**src/rtl/gpx_pkg.sv**
```systemverilog
package gpx_pkg;
  localparam int REG_W    = 8;
  localparam int STRAP_W  = 3;
  localparam int NUM_REGS = 11;

  localparam logic [REG_W-1:0] RA_DIR  = 8'h00;
  localparam logic [REG_W-1:0] RA_POL  = 8'h01;
  localparam logic [REG_W-1:0] RA_IEN  = 8'h02;
  localparam logic [REG_W-1:0] RA_CMP  = 8'h03;
  localparam logic [REG_W-1:0] RA_ICTL = 8'h04;
  localparam logic [REG_W-1:0] RA_CFG  = 8'h05;
  localparam logic [REG_W-1:0] RA_PUP  = 8'h06;
  localparam logic [REG_W-1:0] RA_FLG  = 8'h07;
  localparam logic [REG_W-1:0] RA_CAP  = 8'h08;
  localparam logic [REG_W-1:0] RA_PORT = 8'h09;
  localparam logic [REG_W-1:0] RA_LAT  = 8'h0A;
  localparam logic [REG_W-1:0] LAST_ADDR = RA_LAT;

  localparam logic [3:0]       OPCODE   = 4'b0100;
  localparam int               CFG_SEQ_OFF = 5;
  localparam int               CFG_HAEN    = 3;
  localparam logic [REG_W-1:0] CFG_MASK = 8'h6F;

  typedef enum logic [1:0] {F_CMD, F_ADDR, F_DATA, F_SKIP} frame_e;

  function automatic logic [REG_W-1:0] reg_rst_val(input logic [REG_W-1:0] a);
    return (a == RA_DIR) ? {REG_W{1'b1}} : '0;
  endfunction

  function automatic logic [REG_W-1:0] reg_wmask(input logic [REG_W-1:0] a);
    return (a == RA_CFG) ? CFG_MASK : {REG_W{1'b1}};
  endfunction

  function automatic logic reg_stored(input logic [REG_W-1:0] a);
    return (a <= LAST_ADDR) && (a != RA_FLG) && (a != RA_CAP) && (a != RA_PORT);
  endfunction
endpackage

```
**src/rtl/gpx_spi_shift.sv**
```systemverilog
module gpx_spi_shift #(
  parameter int W = 8
) (
  input  logic         clk,
  input  logic         rst,
  input  logic         sclk,
  input  logic         csn,
  input  logic         mosi,
  input  logic         load,
  input  logic [W-1:0] load_data,
  output logic         sel,
  output logic         byte_done,
  output logic [W-1:0] rx_byte,
  output logic         miso
);
  localparam int CW = $clog2(W);

  logic [2:0]    sclk_q;
  logic [1:0]    csn_q;
  logic [1:0]    mosi_q;
  logic          rise;
  logic [CW-1:0] cnt;
  logic [W-1:0]  sh;
  logic [W-1:0]  sh_next;
  logic [W-1:0]  tx;

  always_ff @(posedge clk) begin
    if (rst) begin
      sclk_q <= '0;
      csn_q  <= '1;
      mosi_q <= '0;
    end else begin
      sclk_q <= {sclk_q[1:0], sclk};
      csn_q  <= {csn_q[0], csn};
      mosi_q <= {mosi_q[0], mosi};
    end
  end

  assign sel     = ~csn_q[1];
  assign rise    = sclk_q[1] & ~sclk_q[2];
  assign sh_next = {sh[W-2:0], mosi_q[1]};

  always_ff @(posedge clk) begin
    if (rst || !sel) begin
      cnt       <= '0;
      sh        <= '0;
      tx        <= '0;
      byte_done <= 1'b0;
      rx_byte   <= '0;
    end else begin
      byte_done <= 1'b0;
      if (rise) begin
        sh <= sh_next;
        tx <= {tx[W-2:0], 1'b0};
        if (cnt == CW'(W-1)) begin
          cnt       <= '0;
          byte_done <= 1'b1;
          rx_byte   <= sh_next;
        end else begin
          cnt <= cnt + 1'b1;
        end
      end
      if (load) tx <= load_data;
    end
  end

  assign miso = tx[W-1];

  // the response line goes quiet once the device is deselected
  p_miso_idle_r11: assert property (@(posedge clk) disable iff (rst)
    !sel |=> !miso);
endmodule

```
**src/rtl/gpx_frame_ctrl.sv**
```systemverilog
module gpx_frame_ctrl
  import gpx_pkg::*;
(
  input  logic               clk,
  input  logic               rst,
  input  logic               sel,
  input  logic               byte_done,
  input  logic [REG_W-1:0]   rx_byte,
  input  logic [STRAP_W-1:0] strap,
  input  logic               seq_off,
  input  logic               haen,
  output logic [REG_W-1:0]   cur_addr,
  output logic               wr_en,
  output logic               rd_load
);
  frame_e           st;
  logic             rd_mode;
  logic             hit;
  logic [REG_W-1:0] next_addr;

  assign hit = (rx_byte[7:4] == OPCODE) &&
               (!haen || (rx_byte[STRAP_W:1] == strap));

  assign next_addr = seq_off ? cur_addr :
                     (cur_addr >= LAST_ADDR) ? '0 : cur_addr + 1'b1;

  always_ff @(posedge clk) begin
    if (rst || !sel) begin
      st      <= F_CMD;
      rd_mode <= 1'b0;
      rd_load <= 1'b0;
    end else begin
      rd_load <= 1'b0;
      if (byte_done) begin
        case (st)
          F_CMD: begin
            st      <= hit ? F_ADDR : F_SKIP;
            rd_mode <= rx_byte[0];
          end
          F_ADDR: begin
            st      <= F_DATA;
            rd_load <= rd_mode;
          end
          F_DATA:  rd_load <= rd_mode;
          default: st <= F_SKIP;
        endcase
      end
    end
  end

  always_ff @(posedge clk) begin
    if (rst) begin
      cur_addr <= '0;
    end else if (sel && byte_done) begin
      if (st == F_ADDR)      cur_addr <= rx_byte;
      else if (st == F_DATA) cur_addr <= next_addr;
    end
  end

  assign wr_en = byte_done && (st == F_DATA) && !rd_mode;

  // auto-increment wraps after the last register
  p_addr_wrap_r8: assert property (@(posedge clk) disable iff (rst)
    (sel && byte_done && st == F_DATA && !seq_off && cur_addr == LAST_ADDR)
      |=> cur_addr == '0);
  // fixed addressing holds the pointer
  p_addr_fixed_r8: assert property (@(posedge clk) disable iff (rst)
    (sel && byte_done && st == F_DATA && seq_off) |=> $stable(cur_addr));
  // a rejected frame neither writes nor loads read data
  p_skip_quiet_r6: assert property (@(posedge clk) disable iff (rst)
    (st == F_SKIP) |-> (!wr_en && !rd_load));
endmodule

```
**src/rtl/gpx_regfile.sv**
```systemverilog
module gpx_regfile
  import gpx_pkg::*;
(
  input  logic             clk,
  input  logic             rst,
  input  logic             wr_en,
  input  logic [REG_W-1:0] addr,
  input  logic [REG_W-1:0] wr_data,
  input  logic [REG_W-1:0] pin_in,
  input  logic [REG_W-1:0] evt_flags,
  input  logic [REG_W-1:0] evt_capture,
  output logic [REG_W-1:0] rd_data,
  output logic [REG_W-1:0] r_dir,
  output logic [REG_W-1:0] r_pol,
  output logic [REG_W-1:0] r_ien,
  output logic [REG_W-1:0] r_cmp,
  output logic [REG_W-1:0] r_ictl,
  output logic [REG_W-1:0] r_cfg,
  output logic [REG_W-1:0] r_pup,
  output logic [REG_W-1:0] r_lat
);
  localparam int IW = $clog2(NUM_REGS);

  logic [REG_W-1:0] store [NUM_REGS];
  logic [REG_W-1:0] eff_addr;
  logic             wr_ok;

  // a port write lands in the output latch
  assign eff_addr = (addr == RA_PORT) ? RA_LAT : addr;
  assign wr_ok    = wr_en && reg_stored(eff_addr);

  always_ff @(posedge clk) begin
    if (rst) begin
      for (int i = 0; i < NUM_REGS; i++) store[i] <= reg_rst_val(REG_W'(i));
    end else if (wr_ok) begin
      store[eff_addr[IW-1:0]] <= wr_data & reg_wmask(eff_addr);
    end
  end

  always_comb begin
    case (addr)
      RA_PORT: rd_data = pin_in ^ store[RA_POL[IW-1:0]];
      RA_CAP:  rd_data = evt_capture ^ store[RA_POL[IW-1:0]];
      RA_FLG:  rd_data = evt_flags;
      default: rd_data = (addr <= LAST_ADDR) ? store[addr[IW-1:0]] : '0;
    endcase
  end

  assign r_dir  = store[RA_DIR[IW-1:0]];
  assign r_pol  = store[RA_POL[IW-1:0]];
  assign r_ien  = store[RA_IEN[IW-1:0]];
  assign r_cmp  = store[RA_CMP[IW-1:0]];
  assign r_ictl = store[RA_ICTL[IW-1:0]];
  assign r_cfg  = store[RA_CFG[IW-1:0]];
  assign r_pup  = store[RA_PUP[IW-1:0]];
  assign r_lat  = store[RA_LAT[IW-1:0]];

  // reset leaves every pin an input and the latch clear
  p_reset_vals_r2: assert property (@(posedge clk)
    $past(rst) |-> (r_dir == 8'hFF && r_lat == 8'h00 && r_cfg == 8'h00));
  // a write aimed at a read-only register leaves the stored state alone
  p_ro_hold_r9: assert property (@(posedge clk) disable iff (rst)
    (wr_en && (addr == RA_FLG || addr == RA_CAP))
      |=> ($stable(r_dir) && $stable(r_lat) && $stable(r_cfg) && $stable(r_pup)));
endmodule

```
**src/rtl/gpx_spi_expander.sv**
```systemverilog
module gpx_spi_expander
  import gpx_pkg::*;
(
  input  logic               clk,
  input  logic               rst,
  input  logic               spi_sclk,
  input  logic               spi_csn,
  input  logic               spi_mosi,
  output logic               spi_miso,
  input  logic [STRAP_W-1:0] dev_strap,
  input  logic [REG_W-1:0]   pin_in,
  input  logic [REG_W-1:0]   evt_flags,
  input  logic [REG_W-1:0]   evt_capture,
  output logic [REG_W-1:0]   pin_dir,
  output logic [REG_W-1:0]   pin_out,
  output logic [REG_W-1:0]   pull_en,
  output logic [REG_W-1:0]   irq_enable,
  output logic [REG_W-1:0]   irq_compare,
  output logic [REG_W-1:0]   irq_mode,
  output logic [REG_W-1:0]   ctrl_cfg
);
  logic             sel;
  logic             byte_done;
  logic [REG_W-1:0] rx_byte;
  logic [REG_W-1:0] cur_addr;
  logic             wr_en;
  logic             rd_load;
  logic [REG_W-1:0] rd_data;
  logic [REG_W-1:0] pol_unused;

  gpx_spi_shift #(.W(REG_W)) u_shift (
    .clk       (clk),
    .rst       (rst),
    .sclk      (spi_sclk),
    .csn       (spi_csn),
    .mosi      (spi_mosi),
    .load      (rd_load),
    .load_data (rd_data),
    .sel       (sel),
    .byte_done (byte_done),
    .rx_byte   (rx_byte),
    .miso      (spi_miso)
  );

  gpx_frame_ctrl u_frame (
    .clk       (clk),
    .rst       (rst),
    .sel       (sel),
    .byte_done (byte_done),
    .rx_byte   (rx_byte),
    .strap     (dev_strap),
    .seq_off   (ctrl_cfg[CFG_SEQ_OFF]),
    .haen      (ctrl_cfg[CFG_HAEN]),
    .cur_addr  (cur_addr),
    .wr_en     (wr_en),
    .rd_load   (rd_load)
  );

  gpx_regfile u_regs (
    .clk         (clk),
    .rst         (rst),
    .wr_en       (wr_en),
    .addr        (cur_addr),
    .wr_data     (rx_byte),
    .pin_in      (pin_in),
    .evt_flags   (evt_flags),
    .evt_capture (evt_capture),
    .rd_data     (rd_data),
    .r_dir       (pin_dir),
    .r_pol       (pol_unused),
    .r_ien       (irq_enable),
    .r_cmp       (irq_compare),
    .r_ictl      (irq_mode),
    .r_cfg       (ctrl_cfg),
    .r_pup       (pull_en),
    .r_lat       (pin_out)
  );

  // the output latch only moves on an accepted write
  p_lat_write_r5: assert property (@(posedge clk) disable iff (rst)
    (!wr_en) |=> $stable(pin_out));
endmodule

```
**config.mk**
```make
export PLATFORM = sky130hd
export DESIGN_NAME = gpx_spi_expander
export DESIGN_NICKNAME = d
export VERILOG_FILES = /design/src/rtl/gpx_pkg.sv /design/src/rtl/gpx_spi_shift.sv /design/src/rtl/gpx_frame_ctrl.sv /design/src/rtl/gpx_regfile.sv /design/src/rtl/gpx_spi_expander.sv
export SDC_FILE = /design/constraint.sdc
export NUM_CORES = 1
export LEC_CHECK = 0
export BUFFER_PORTS_ARGS = -buffer_cell sky130_fd_sc_hd__buf_4
export CAP_MARGIN = 20
export CORE_MARGIN = 5
export CORE_UTILIZATION = 50
export DETAILED_ROUTE_END_ITERATION = 7
export PLACE_DENSITY = 0.7
export SYNTH_ARGS = -nofsm -noshare
export SYNTH_HDL_FRONTEND = slang
export SYNTH_SLANG_ARGS = --single-unit
```
**constraint.sdc**
```tcl
create_clock -name clk -period 3.5 [get_ports clk]
set_clock_uncertainty 0.1 [all_clocks]
set_input_delay 0.7 -clock clk [delete_from_list [all_inputs] [get_ports clk]]
set_output_delay 0.7 -clock clk [all_outputs]
set_load 0.1 [all_outputs]
```
==> results.toml, run 1 <==
[status]
status = "finished clean"

[cts]
clock_sink_count = 178
cts_made_buffers = 17
clk_pin_slew_worst_paths_ns = 0.07
h-tree-depth = 4
post_cts_resized = 0
postCtsSetupBuffers = 0
root_buffer = "clkbuf_16"
tritoncts = "done"
hold_buffers = 0
clock_latency_ns = 0.43
clk_path_buf_depth = 2

[detailed_routing]
remaining_drc_errors = 0
dr.pass1.iters = 5
dr.first_iter.drc_count = 490
wirelength_um = 22300
ant_nets = 0
vias = 6211
wl_per_cell_um = 21.0
post_drt_via_cell_ratio = 5.83

[logic_synthesis]
seq_area_frac_synth = 0.572
synth_top_family_by_area = "simple AND/OR/NAND/NOR gates"
synth_top_cell_by_area = "edfxtp_1"
synth.cell_area_mm2 = 0.00833
syn_inst = 719
ys_top_cells_by_count = "120 x edfxtp_1, 64 x nand2_1, 58 x dfxtp_1"
synth-simple-area-share = 0.182
synth_top_cell_area_share = 0.432
synth.distinct_cells = 57
synthMuxAreaShare = 0.0900
synth_ff_type = "edfxtp_1"
yosysWarnings = 0
synth_area_leaders = "edfxtp_1 43%, dfxtp_1 14%, mux2_2 5.8%"
yosysMostFrequentCell = "edfxtp_1"
async_flop_share = 0
synth_xor_area_frac = 0.0200
synth_adder_area_share = 0.0165
synth-edff-count = 120
syn_avg_cell_area_um2 = 11.6
synth_compound_area_frac = 0.0916
ys_ff_latch = 178

[pwr]
power_mw = 4.54
p_leak_nw = 3.79
p_per_area_mw_per_mm2 = 457
irDropWorstVdd_mv = 0.348

[global_route]
grt_pass1_wl_um = 34200
grt_max_degree = 44
antenna_found_initial = 0
grt_overflow = 0
grtUsageTotal = 0.230
first_global_vias = 5984

[die]
num_rows = 47
io_pins = 89
fp.dieH_um = 139
die_w_um = 139
core_mm2 = 0.0165
dieArea_mm2 = 0.0193
start_util = 0.506

[placement]
gp_congestion = 0.892
hpwl_um = 15800
pre_cts_slack_ns = 0.552
io_buffers = 88

[layout]
nets = 875
drive_gt1_frac = 0.241
n_antenna_cell = 0
area_growth_pct = 19.3

[timing]
setup_ws_ns = 0.463
hold_viol = 0
rsz0062_at_grt = "false"
hold_ws_ns = 0.315
finalMaxSlewViolations = 0
max_slew_margin = 0.259
period_needed_ns = 3.04
worst_pin_slew_ns = 1.11
setup_viol = 0
fmax_mhz = 329
fin_tns_setup_ns = 0
period_share = 0.868

[critical_path]
path_cells = "inv_1 > ha_1 > a211oi_2 > nand4_1 > nor2_1 > or2_2"
cp.arrival_ns = 3.06
cp.required_ns = 3.53
slowest_delay_ns = 0.56
reg2reg_depth = 6
r2r-start = "u_frame.cur_addr[0]$_SDFFE_PP0P_"
cp_max_fo = 10
startpoint_type = "flop"
startpoint = "u_frame.cur_addr[0]$_SDFFE_PP0P_"
endpoint_kind = "flop"
crit_type = "reg2reg"
slowest_stage = "dfxtp_1"

[min_path]
hold_start = "u_shift.csn_q[0]$_SDFF_PP1_"
holdPathStages = 1
min_path_type = "reg2reg"

[flow_run]
maxCapViolations = 0
==> cell type report <==
type                       instances  area (um^2)
clock buffer                      18          450
clock inverter                    14          170
fill                            1376         6530
inverter                           7         26.3
multi-input combinational        527         3490
sequential                       178         4770
tap                              220          275
timing repair buffer             101          758
==> sequential cells by signal (all words and copies together) (netlist names), named ones only <==
signal             count
u_regs.store         128
u_frame.cur_addr       8
u_shift.rx_byte        8
u_shift.tx             8
u_shift.sh             7
u_shift.cnt            3
u_shift.sclk_q         3
u_frame.st             2
u_shift.csn_q          2
u_shift.mosi_q         2
u_frame.rd_load        1
u_frame.rd_mode        1
u_shift.byte_done      1
==> worst max-delay path, delay by kind of cell, from the launching register on <==
family,cells,cell delay [ns]
compound gates,1,0.54
fa+ha+maj,1,0.30
buf+inv,1,0.17
flops,1,0.56
simple gates,3,1.04
==> worst paths after layout <==
path                                                    endpoint  slack [ns]
worst max-delay path            u_regs.store[6][3]$_SDFFCE_PN0P_        0.46
worst min-delay path                 u_shift.csn_q[1]$_SDFF_PP1_        0.31
worst max register to register  u_regs.store[6][3]$_SDFFCE_PN0P_        0.46
worst min register to register       u_shift.csn_q[1]$_SDFF_PP1_        0.31
==> where the power goes <==
group          internal [mW]  switching (mW)  total [mW]
logic                 0.0741           0.192       0.266
clock network           1.12           0.852        1.97
registers               2.28          0.0273        2.31
total                   3.47            1.07        4.54
==> cells in the final DEF, fill, tap and decap left out, drive strengths merged, types with 8 or more instances in the layout <==
master,n
a211oi,10
a21oi,32
a22oi,11
a31oi,8
and2,57
buf,101
clkbuf,18
conb,42
dfxtp,58
edfxtp,120
ha,11
inv,12
mux2,43
mux2i,22
nand2,64
nand2b,9
nand3,24
nand3b,8
nor2,30
nor2b,12
nor3,17
o22ai,20
or2,19
xor2,18
==> per-layer routing <==
layer  track usage  wire length, um
met1         0.301             9000
met2         0.373            10800
met3        0.0472             1720
met4        0.0994              791
met5             0                0
==> metrics by stage <==
step                area, um^2  utilization  instances
global route              9940        0.603       1065
floorplan                 8490            -        760
finish                    9940        0.603       1065
detailed placement        9320        0.566       1033
CTS                       9940        0.603       1065
global placement          9320        0.566       1033
==> cells by family (layout without fill, tap and decap cells) <==
family / after synthesis / after routing
compound gates: 113 / 113
mux: 67 / 67
fa+ha+maj: 11 / 11
xor+xnor: 19 / 19
simple gates: 275 / 275
buf+inv: 55 / 140
other cells: 1 / 42
flops: 178 / 178
No activity file was read; power rests on OpenSTA's default activity.
==> inputs of run 2 (changes only) <==
- CORE_ASPECT_RATIO: default -> 0.9
==> results.toml, run 2 (same netlist as run 1, synthesis figures left out) <==
[layout]
n_antenna_cell = 0
nets = 878
area_growth_pct = 19.0
drive_gt1_frac = 0.244
regMostFlops = "u_regs.store"
final_util = 0.611
final_area_mm2 = 0.00992
layout_common_cells = "120 x edfxtp_1, 104 x buf_4, 64 x nand2_1, 57 x and2_1, 56 x dfxtp_1"
largest_reg_flops = 128
fillers = 1319
fin_cells = 1055
final_common_cell = "edfxtp_1"

[detailed_routing]
dr.pass1.iters = 5
ant_nets = 0
wirelength_um = 23000
wl_per_cell_um = 21.8
dr.first_iter.drc_count = 536
post_drt_via_cell_ratio = 5.81
remaining_drc_errors = 0
vias = 6131

[cts]
clk_path_buf_depth = 2
clk_pin_slew_worst_paths_ns = 0.06
postCtsSetupBuffers = 0
h-tree-depth = 4
root_buffer = "clkbuf_16"
tritoncts = "done"
hold_buffers = 0
post_cts_resized = 0
clock_latency_ns = 0.44
clock_sink_count = 178
cts_made_buffers = 17

[global_route]
grt_use_met1 = 0.331
grt_pass1_wl_um = 35400
met3_usage = 0.0534
grt_overflow = 0
grt_max_degree = 35
use_met2 = 0.385
grtUsageTotal = 0.240
antenna_found_initial = 0
first_global_vias = 6065
busiest_layer = "met2"

[status]
status = "finished clean"

[pwr]
p_leak_nw = 3.81
power_mw = 4.48
p_per_area_mw_per_mm2 = 452
irDropWorstVdd_mv = 0.310

[die]
die_w_um = 146
dieArea_mm2 = 0.0193
num_rows = 44
core_mm2 = 0.0162
start_util = 0.513
fp.dieH_um = 132
io_pins = 89

[timing]
fmax_mhz = 327
period_needed_ns = 3.06
fin_tns_setup_ns = 0
worst_pin_slew_ns = 0.822
setup_viol = 0
rsz0062_at_grt = "false"
period_share = 0.873
finalMaxSlewViolations = 0
hold_viol = 0
max_slew_margin = 0.451

[critical_path]
crit_type = "reg2reg"
reg2reg_to = "u_regs.store[8][3]$_SDFFCE_PN0P_"
endpoint_kind = "flop"
cp_max_fo = 10
rrSetupSlack_ns = 0.44
cp.arrival_ns = 3.08
startpoint_type = "flop"
cp.required_ns = 3.53
reg2reg_depth = 6
r2r-start = "u_frame.cur_addr[0]$_SDFFE_PP0P_"

[min_path]
min_path_type = "reg2reg"
hold_end = "u_shift.csn_q[1]$_SDFF_PP1_"
holdPathStages = 1
hold_start = "u_shift.csn_q[0]$_SDFF_PP1_"

[placement]
placed_area_mm2 = 0.00932
hpwl_um = 16700
gp_congestion = 0.943
io_buffers = 88
dp.cells = 1023

[flow_run]
maxCapViolations = 0
run 2: worst max-delay path by stage:
stage,cells after the start,to,slack [ns],from
2_1_floorplan,7,u_regs.store[0][0]$_SDFFCE_PN1P_,0.78,u_frame.cur_addr[0]$_SDFFE_PP0P_
3_3_place_gp,6,u_regs.store[0][1]$_SDFFCE_PN1P_,0.67,u_frame.cur_addr[0]$_SDFFE_PP0P_
3_5_place_dp,6,u_regs.store[8][0]$_SDFFCE_PN0P_,0.52,u_frame.cur_addr[0]$_SDFFE_PP0P_
4_1_cts,7,u_regs.store[2][5]$_SDFFCE_PN0P_,0.50,u_frame.cur_addr[0]$_SDFFE_PP0P_
5_1_grt,6,u_regs.store[5][0]$_SDFFCE_PN0P_,0.25,u_frame.cur_addr[0]$_SDFFE_PP0P_
6_report,6,u_regs.store[8][3]$_SDFFCE_PN0P_,0.44,u_frame.cur_addr[0]$_SDFFE_PP0P_
run 2: through the flow:
step	hold WS [ns]	worst slack, ns
final	0.317	0.444
after global routing	0.330	0.251
after CTS	0.324	0.500
after detailed placement	0.310	0.520
after global placement	0.300	0.672
after floorplan	0.289	0.776
run 2: layout make-up:
type / count / area (um^2) / share of cell area
clock inverter: 13 / 119 / 0.0120
timing repair buffer: 104 / 781 / 0.0787
inverter: 7 / 26.3 / 0.00265
multi-input combinational: 527 / 3490 / 0.352
clock buffer: 19 / 475 / 0.0479
sequential: 178 / 4770 / 0.481
tap: 207 / 259 / 0.0261
run 2: layer usage:
metal	up-vias	wire length [um]
li1	2830	-
met2	270	10900
met3	26	2280
met5	-	0
met4	0	311
met1	3005	9510
run 2: critical path, stage by stage (launching register included):
cell,delay (ns)
dfxtp_1,0.54
inv_1,0.18
ha_1,0.31
a211oi_2,0.51
nand3_1,0.43
nor2_1,0.40
or2_2,0.29
run 2: power by group:
group          switching (mW)  internal (mW)  leakage [nW]
sequential             0.0276           2.28          1.69
clock                   0.825           1.07         0.292
combinational           0.194         0.0753          1.83
total                    1.05           3.43          3.81
